==> config.mk <==
export PLATFORM = sky130hd
export DESIGN_NAME = rx_tap_calib
export DESIGN_NICKNAME = d
export VERILOG_FILES = /design/src/rtl/rtc_pkg.sv /design/src/rtl/rtc_tap_split.sv /design/src/rtl/rtc_sweep_ctrl.sv /design/src/rtl/rtc_run_search.sv /design/src/rtl/rx_tap_calib.sv
export SDC_FILE = /design/constraint.sdc
export NUM_CORES = 1
export LEC_CHECK = 0
export ABC_AREA = 1
export ABC_CLOCK_PERIOD_IN_PS = 5500
export CAP_MARGIN = 30
export CELL_PAD_IN_SITES_DETAIL_PLACEMENT = 2
export CELL_PAD_IN_SITES_GLOBAL_PLACEMENT = 2
export CORE_UTILIZATION = 33
export DETAILED_ROUTE_END_ITERATION = 12
export GPL_TIMING_DRIVEN = 0
export HOLD_SLACK_MARGIN = 0.03
export PLACE_DENSITY_LB_ADDON = 0.2
export SYNTH_ARGS = -nofsm -noshare
export SYNTH_HDL_FRONTEND = slang
export SYNTH_SLANG_ARGS = --single-unit
==> constraint.sdc <==
create_clock -name clk -period 5.5 [get_ports clk]
set_input_delay 1.1 -clock clk [delete_from_list [all_inputs] [get_ports clk]]
set_output_delay 1.1 -clock clk [all_outputs]
set_load 0.05 [all_outputs]
==> src/rtl/rtc_pkg.sv <==
// Shared types for the receive delay tap calibration controller.
// Assumes nothing beyond IEEE 1800-2017 enums.
package rtc_pkg;

    // Sweep controller phases
    typedef enum logic [2:0] {
        CAL_IDLE,
        CAL_SETTLE,
        CAL_REQ,
        CAL_SEARCH,
        CAL_HOLD
    } cal_state_e;

endpackage

==> src/rtl/rtc_tap_split.sv <==
// Maps a linear tap index onto two cascaded delay stages of 2**TAP_BITS taps.
// Below one stage's range, stage one carries the value. Above it, stage one
// saturates and stage two carries the remainder. Purely combinational.
module rtc_tap_split #(
    parameter int TAP_BITS = 5
) (
    input  logic [TAP_BITS:0]   tap_i,
    output logic [TAP_BITS-1:0] s1_o,
    output logic [TAP_BITS-1:0] s2_o
);
    // Split the index between the stages
    always_comb begin
        if (tap_i[TAP_BITS] == 1'b0) begin
            s1_o = tap_i[TAP_BITS-1:0];
            s2_o = '0;
        end else begin
            s1_o = '1;
            s2_o = tap_i[TAP_BITS-1:0];
        end
    end
endmodule

==> src/rtl/rtc_sweep_ctrl.sv <==
// Steps the delay tap through a half or full sweep. Each tap gets a settle
// wait and then a request to the transfer engine, and the pass bit is stored
// in the map. It then starts the search and holds the result afterwards.
// Assumes the acknowledge is a single-cycle pulse, sent only while the request
// is high.
module rtc_sweep_ctrl
    import rtc_pkg::*;
#(
    parameter int TAP_BITS      = 5,
    parameter int SETTLE_CYCLES = 3
) (
    input  logic                    clk,
    input  logic                    rst_n,
    input  logic                    start_i,
    input  logic                    full_mode_i,
    input  logic                    xfer_ack_i,
    input  logic                    xfer_pass_i,
    input  logic                    search_done_i,
    output logic                    xfer_req_o,
    output logic [TAP_BITS:0]       tap_o,
    output logic                    full_q_o,
    output logic                    hold_o,
    output logic                    search_go_o,
    output logic [(2<<TAP_BITS)-1:0] map_o
);
    localparam int STAGE_TAPS = 1 << TAP_BITS;
    localparam int FULL_TAPS  = 2 * STAGE_TAPS;
    localparam int IDX_W      = TAP_BITS + 1;
    localparam int CNT_W      = (SETTLE_CYCLES < 2) ? 1 : $clog2(SETTLE_CYCLES + 1);
    localparam logic [CNT_W-1:0] SETTLE_LAST = CNT_W'(SETTLE_CYCLES - 1);
    localparam logic [IDX_W-1:0] LAST_FULL   = IDX_W'(FULL_TAPS - 1);
    localparam logic [IDX_W-1:0] LAST_HALF   = IDX_W'(STAGE_TAPS - 1);

    cal_state_e            state_q;
    logic [IDX_W-1:0]      tap_q;
    logic [CNT_W-1:0]      cnt_q;
    logic [FULL_TAPS-1:0]  map_q;
    logic                  full_q;
    logic                  go_q;
    logic [IDX_W-1:0]      last_tap;

    // Final tap index for the latched sweep length
    assign last_tap = full_q ? LAST_FULL : LAST_HALF;

    // Sweep sequencing, map capture and search launch
    always_ff @(posedge clk) begin
        if (!rst_n) begin
            state_q <= CAL_IDLE;
            tap_q   <= '0;
            cnt_q   <= '0;
            map_q   <= '0;
            full_q  <= 1'b0;
            go_q    <= 1'b0;
        end else begin
            go_q <= 1'b0;
            case (state_q)
                CAL_IDLE, CAL_HOLD: begin
                    if (start_i) begin
                        state_q <= CAL_SETTLE;
                        tap_q   <= '0;
                        cnt_q   <= '0;
                        map_q   <= '0;
                        full_q  <= full_mode_i;
                    end
                end
                CAL_SETTLE: begin
                    if (cnt_q == SETTLE_LAST) begin
                        state_q <= CAL_REQ;
                    end else begin
                        cnt_q <= cnt_q + CNT_W'(1);
                    end
                end
                CAL_REQ: begin
                    if (xfer_ack_i) begin
                        map_q[tap_q] <= xfer_pass_i;
                        if (tap_q == last_tap) begin
                            state_q <= CAL_SEARCH;
                            go_q    <= 1'b1;
                        end else begin
                            tap_q   <= tap_q + IDX_W'(1);
                            cnt_q   <= '0;
                            state_q <= CAL_SETTLE;
                        end
                    end
                end
                CAL_SEARCH: begin
                    if (search_done_i) begin
                        state_q <= CAL_HOLD;
                    end
                end
                default: state_q <= CAL_IDLE;
            endcase
        end
    end

    assign xfer_req_o  = (state_q == CAL_REQ);
    assign hold_o      = (state_q == CAL_HOLD);
    assign tap_o       = tap_q;
    assign full_q_o    = full_q;
    assign search_go_o = go_q;
    assign map_o       = map_q;

    // an unacknowledged request persists with the tap frozen
    p_req_wait_r4: assert property (@(posedge clk) disable iff (!rst_n)
        (xfer_req_o && !xfer_ack_i) |=> (xfer_req_o && $stable(tap_q)));

    // a half sweep never reaches the upper stage range
    p_tap_bound_r1: assert property (@(posedge clk) disable iff (!rst_n)
        (!full_q && state_q != CAL_HOLD) |-> (tap_q < IDX_W'(STAGE_TAPS)));
endmodule

==> src/rtl/rtc_run_search.sv <==
// Serial longest-run search over the pass map, one bit per clock. A run is
// judged when it ends; only a strictly longer run replaces the stored best.
// Stops early on a qualifying run when the upper half of the map is empty.
// The result is registered together with a one-cycle done pulse.
// Assumes the map is stable while the search runs.
module rtc_run_search #(
    parameter int TAP_BITS    = 5,
    parameter int EARLY_LEN   = 12,
    parameter int EARLY_START = 4
) (
    input  logic                     clk,
    input  logic                     rst_n,
    input  logic                     go_i,
    input  logic [(2<<TAP_BITS)-1:0] map_i,
    output logic                     done_o,
    output logic [TAP_BITS:0]        tap_o,
    output logic [TAP_BITS+1:0]      len_o,
    output logic                     err_o
);
    localparam int STAGE_TAPS = 1 << TAP_BITS;
    localparam int FULL_TAPS  = 2 * STAGE_TAPS;
    localparam int IDX_W      = TAP_BITS + 1;
    localparam int LEN_W      = TAP_BITS + 2;
    localparam logic [IDX_W-1:0] LAST_POS = IDX_W'(FULL_TAPS - 1);
    localparam logic [IDX_W-1:0] E_START  = IDX_W'(EARLY_START);
    localparam logic [LEN_W-1:0] E_LEN    = LEN_W'(EARLY_LEN);

    logic             active_q;
    logic [IDX_W-1:0] pos_q;
    logic [LEN_W-1:0] cur_len_q;
    logic [IDX_W-1:0] cur_start_q;
    logic [IDX_W-1:0] best_start_q;
    logic [LEN_W-1:0] best_len_q;

    logic             bit_now, upper_zero, run_end, better, early, fin;
    logic [LEN_W-1:0] end_len, nb_len, third, sum;
    logic [IDX_W-1:0] end_start, nb_start, pick;

    // Run bookkeeping for the bit under examination
    always_comb begin
        bit_now    = map_i[pos_q];
        upper_zero = (map_i[FULL_TAPS-1:STAGE_TAPS] == '0);
        run_end    = active_q && ((!bit_now && cur_len_q != '0) ||
                                  (bit_now && pos_q == LAST_POS));
        end_len    = bit_now ? cur_len_q + LEN_W'(1) : cur_len_q;
        end_start  = (cur_len_q == '0) ? pos_q : cur_start_q;
        better     = run_end && (end_len > best_len_q);
        nb_start   = better ? end_start : best_start_q;
        nb_len     = better ? end_len : best_len_q;
        early      = run_end && upper_zero && (end_len >= E_LEN) && (nb_start < E_START);
        fin        = active_q && ((pos_q == LAST_POS) || early);
    end

    // Tap selection inside the best run, biased low for a run at tap 0
    always_comb begin
        third = nb_len / LEN_W'(3);
        sum   = LEN_W'(nb_start) + (nb_len >> 1);
        pick  = (nb_start == '0) ? third[IDX_W-1:0] : sum[IDX_W-1:0];
    end

    // Scan position, run tracking and result registers
    always_ff @(posedge clk) begin
        if (!rst_n) begin
            active_q     <= 1'b0;
            pos_q        <= '0;
            cur_len_q    <= '0;
            cur_start_q  <= '0;
            best_start_q <= '0;
            best_len_q   <= '0;
            done_o       <= 1'b0;
            tap_o        <= '0;
            len_o        <= '0;
            err_o        <= 1'b0;
        end else begin
            done_o <= 1'b0;
            if (go_i && !active_q) begin
                active_q     <= 1'b1;
                pos_q        <= '0;
                cur_len_q    <= '0;
                cur_start_q  <= '0;
                best_start_q <= '0;
                best_len_q   <= '0;
            end else if (active_q) begin
                best_start_q <= nb_start;
                best_len_q   <= nb_len;
                if (bit_now) begin
                    cur_len_q <= cur_len_q + LEN_W'(1);
                    if (cur_len_q == '0) begin
                        cur_start_q <= pos_q;
                    end
                end else begin
                    cur_len_q <= '0;
                end
                pos_q <= pos_q + IDX_W'(1);
                if (fin) begin
                    active_q <= 1'b0;
                    done_o   <= 1'b1;
                    tap_o    <= pick;
                    len_o    <= nb_len;
                    err_o    <= (nb_len == '0);
                end
            end
        end
    end

    // done never lasts two cycles
    p_done_pulse_r9: assert property (@(posedge clk) disable iff (!rst_n)
        done_o |=> !done_o);

    // an error result carries tap 0 and length 0
    p_err_zero_r8: assert property (@(posedge clk) disable iff (!rst_n)
        (done_o && err_o) |-> (tap_o == '0 && len_o == '0));

    // the stored best run never shrinks during a scan
    p_best_mono_r5: assert property (@(posedge clk) disable iff (!rst_n)
        active_q |=> (best_len_q >= $past(best_len_q)));
endmodule

==> src/rtl/rx_tap_calib.sv <==
// Receive delay tap calibration controller, top level.
// Sweeps the two-stage delay, collects pass bits and searches for the best
// tap. It then re-applies that tap through the same stage split.
// Assumes a transfer engine that answers each request with one ack pulse.
module rx_tap_calib #(
    parameter int TAP_BITS      = 5,
    parameter int SETTLE_CYCLES = 3,
    parameter int EARLY_LEN     = 12,
    parameter int EARLY_START   = 4
) (
    input  logic                clk,
    input  logic                rst_n,
    input  logic                start_i,
    input  logic                full_mode_i,
    output logic                xfer_req_o,
    input  logic                xfer_ack_i,
    input  logic                xfer_pass_i,
    output logic [TAP_BITS-1:0] stage1_dly_o,
    output logic [TAP_BITS-1:0] stage2_dly_o,
    output logic                stage2_en_o,
    output logic                done_o,
    output logic [TAP_BITS:0]   best_tap_o,
    output logic [TAP_BITS+1:0] best_len_o,
    output logic                err_o
);
    localparam int FULL_TAPS = 2 << TAP_BITS;

    logic [TAP_BITS:0]    sweep_tap, apply_tap;
    logic                 full_q, hold, go;
    logic [FULL_TAPS-1:0] map;

    rtc_sweep_ctrl #(
        .TAP_BITS      (TAP_BITS),
        .SETTLE_CYCLES (SETTLE_CYCLES)
    ) u_ctrl (
        .clk           (clk),
        .rst_n         (rst_n),
        .start_i       (start_i),
        .full_mode_i   (full_mode_i),
        .xfer_ack_i    (xfer_ack_i),
        .xfer_pass_i   (xfer_pass_i),
        .search_done_i (done_o),
        .xfer_req_o    (xfer_req_o),
        .tap_o         (sweep_tap),
        .full_q_o      (full_q),
        .hold_o        (hold),
        .search_go_o   (go),
        .map_o         (map)
    );

    rtc_run_search #(
        .TAP_BITS    (TAP_BITS),
        .EARLY_LEN   (EARLY_LEN),
        .EARLY_START (EARLY_START)
    ) u_search (
        .clk    (clk),
        .rst_n  (rst_n),
        .go_i   (go),
        .map_i  (map),
        .done_o (done_o),
        .tap_o  (best_tap_o),
        .len_o  (best_len_o),
        .err_o  (err_o)
    );

    // Sweep tap while calibrating, chosen tap once holding
    assign apply_tap = hold ? best_tap_o : sweep_tap;

    rtc_tap_split #(
        .TAP_BITS (TAP_BITS)
    ) u_split (
        .tap_i (apply_tap),
        .s1_o  (stage1_dly_o),
        .s2_o  (stage2_dly_o)
    );

    assign stage2_en_o = full_q;

    // the second stage is only used once the first is saturated
    p_split_sat_r2: assert property (@(posedge clk) disable iff (!rst_n)
        (stage2_dly_o != '0) |-> (stage1_dly_o == '1));

    // the enable only turns on through a full-mode start
    p_en_mode_r3: assert property (@(posedge clk) disable iff (!rst_n)
        $rose(stage2_en_o) |-> $past(start_i && full_mode_i));
endmodule

==> qor.yml <==
setup_viol: 11
worst_path_most_repeated_cell: "nand2_1"
cp.arrival_ps: 6030
worstRegToRegCells: 37
hold_class: "reg2reg"
ctsHoldBuffers: 0
root_buffer: "clkbuf_16"
ir_worst_vdd_v: 0.0002678
worst_r2r_endpoint: "u_search.tap_o[5]$_SDFFE_PN0P_"
nets: 1264
slew_headroom_pct: 38.18
ys.flop_type: "dfxtp_1"
cp_slowest_cell: "dfxtp_4"
dieArea_mm2: 0.02261
end_kind: "flop"
cts_made_buffers: 17
skew_ps: 13.57
synth-edff-count: 0
timing.critical_path.buf_inv: 8
portBuffers: 32
whs_ps: 466.6
min_path_cells: 2
critPathMaxFanout: 10
dp.cells: 1468
max_stage_delay_ps: 370
die_h_um: 150.4
syn_inst: 1160
hold_path_end: "u_ctrl.map_o[60]$_SDFFE_PN0P_"
power_density_mw_per_mm2: 334.6
syn_nets: 1185
final.setup.tns_ps: -1034
drtAntennaViolNets: 0
layout_min_cycle_time_ps: 5650
ys_ff_latch: 125
finalHoldViolCount: 0
dp_hpwl_um: 20890
clock_path_buffers: 2
core_area_mm2: 0.02129
leakagePower_nw: 3.639
r2r-start: "u_search.pos_q[0]$_SDFFE_PP0P_"
drc: 0
min_from: "u_ctrl.map_o[60]$_SDFFE_PN0P_"
crit_family: "compound AO/OA/AOI/OAI gates"
path_clk_slew_ps: 70
start_util_pct: 34.12
outcome: "finished with violations"
syn_area_per_cell_um2: 6.261
dieWidth_um: 150.4
worstSetupPathType: "reg2reg"
gr-usage-all-layers_pct: 27.75
crit_cells: 37
dr_total_vias: 8719
timing.final.ws_setup_ps: -150.1
drt_iter0_markers: 469
fin_crit_sh_pct: 102.7
grt_pass1_vias: 8648
fill_cells: 2568
io_pins: 33
required_ps: 5880
cts_tree: "done"
detail_route.wirelength_um: 36900
gr-total-overflow: 0
synth_area_mm2: 0.007263
clkSinkCount: 125
cap_violations: 0
final_layout_size_suffix_gt1_share_pct: 12.78
synthToLayoutAreaGrowth_pct: 25.86
num_rows: 53
worstSkewPairLatency_ps: 450
htreeDepth: 4
synth_cell_types: 42
drv_slew: 0
violations: "negative setup slack"
vias_per_cell: 5.710
num_antenna_cells: 0
grt_pass1_wl_um: 47650
worst_pin_slew_ps: 923.8
ys_warn_count: 0
start_kind: "flop"
antenna_found_initial: 0
instances_no_fill: 1527
final_common_cell: "nand2_1"
fmax_mhz: 177.0
ff2ff_setup_slack_ps: -150
drtPass1Iterations: 5
final_cell_mix: "297 x nand2_1, 145 x nor2_1, 124 x dfxtp_1"
wl_per_cell_um: 24.17
gp_congestion: 0.7793
grt_max_degree: 17
ys_seq_area_share_pct: 34.45
synthArstFlopShare_pct: 0
==> power breakdown <==
| part | leakage, nW | switching (mW) | internal (mW) |
|---|---|---|---|
| Sequential | 1.01 | 0.0195 | 0.925 |
| Combinational | 2.34 | 0.639 | 0.223 |
| Clock | 0.296 | 0.529 | 0.724 |
| Total | 3.64 | 1.19 | 1.87 |
==> through the flow <==
step / setup slack [ps] / utilization, % / power [mW] / cell area (µm²)
detailed placement: -495.7 / 37.27 / 1.775 / 7933
CTS: 14.87 / 40.95 / 2.999 / 8717
global route: -445.0 / 42.94 / 3.167 / 9141
finish: -150.1 / 42.94 / 3.058 / 9141
floorplan: 755.3 / - / 1.499 / 7263
global placement: -335.1 / 37.24 / 1.744 / 7928
==> per-layer routing <==
layer  GRT usage (%)  vias to the layer above  part of all wire [%]
met2           44.49                      265                    48
li1                -                     3954                     -
met4           10.51                        0                   3.7
met5               0                        -                     0
met3           4.061                      100                   4.6
met1           37.42                     4400                    43
==> worst reg2reg max path, delay by kind of cell (launching register included) <==
| kind | cells | cell delay (ps) |
|---|---|---|
| flip-flops | 1 | 370 |
| buffers and inverters | 8 | 1190 |
| AO/OA/AOI/OAI | 13 | 1780 |
| adder cells (fa/ha/maj) | 2 | 710 |
| AND/OR/NAND/NOR | 14 | 1510 |
==> worst max-delay path by stage <==
stage / from / slack, ps / end
2_1_floorplan: u_search.pos_q[0]$_SDFFE_PP0P_ / 760 / u_search.tap_o[0]$_SDFFE_PN0P_
3_3_place_gp: u_search.pos_q[0]$_SDFFE_PP0P_ / -340 / u_search.tap_o[0]$_SDFFE_PN0P_
3_5_place_dp: u_search.pos_q[1]$_SDFFE_PP0P_ / -500 / u_search.tap_o[0]$_SDFFE_PN0P_
4_1_cts: u_search.pos_q[0]$_SDFFE_PP0P_ / 10 / u_search.tap_o[0]$_SDFFE_PN0P_
5_1_grt: u_search.pos_q[1]$_SDFFE_PP0P_ / -440 / u_search.tap_o[5]$_SDFFE_PN0P_
6_report: u_search.pos_q[0]$_SDFFE_PP0P_ / -150 / u_search.tap_o[5]$_SDFFE_PN0P_
==> area by class of cell <==
type | count | area, µm² | area share (%)
timing repair buffer | 60 | 563.0 | 6.159
inverter | 103 | 404.1 | 4.421
sequential | 125 | 2506 | 27.42
multi-input combinational | 881 | 4394 | 48.07
buffer | 51 | 315.3 | 3.449
clock buffer | 18 | 429.2 | 4.695
clock inverter | 14 | 185.2 | 2.026
tap | 275 | 344.1 | 3.764
==> cells by family after synthesis <==
| family | Yosys count | synth area share, % |
|---|---|---|
| adder cells (fa/ha/maj) | 19 | 3.376 |
| flip-flops | 125 | 34.45 |
| AND/OR/NAND/NOR | 589 | 33.76 |
| buffers and inverters | 154 | 8.768 |
| AO/OA/AOI/OAI | 266 | 18.79 |
| XOR/XNOR | 7 | 0.8441 |
==> synth_stat cells (all sizes together) (2+ instances only) <==
master / n / area share [%]
or2: 2 / 0.17
nand2: 332 / 17
o21ai: 143 / 9.9
dfxtp: 125 / 34
a2111oi: 2 / 0.24
a21oi: 111 / 7.6
clkbuf: 35 / 1.8
a211oi: 2 / 0.21
clkinv: 3 / 0.16
a31oi: 3 / 0.26
nor4: 3 / 0.26
inv: 100 / 5.2
nor3: 10 / 0.76
xor2: 6 / 0.72
nand3b: 2 / 0.21
buf: 16 / 1.6
ha: 18 / 3.1
nand4: 15 / 1.5
nor2: 151 / 8.0
nand3: 73 / 5.3
==> flip-flops by register name (all words and copies together) (netlist names) <==
register               count
u_ctrl.cnt_q               2
u_ctrl.full_q_o            1
u_ctrl.map_o              64
u_ctrl.search_go_o         1
u_ctrl.state_q             3
u_ctrl.tap_o               6
u_search.active_q          1
u_search.best_len_q        7
u_search.best_start_q      6
u_search.cur_len_q         7
u_search.cur_start_q       6
u_search.done_o            1
u_search.err_o             1
u_search.len_o             7
u_search.pos_q             6
u_search.tap_o             6
==> repair_timing <==
action                     4_1_cts  5_1_grt
pin swaps                        7       21
buffers inserted                 7       18
gates resized for setup         37       64
hold endpoints to repair         0        0
setup endpoints to repair       11       11
gates cloned                     0        2
(Power assumes the default switching activity.)
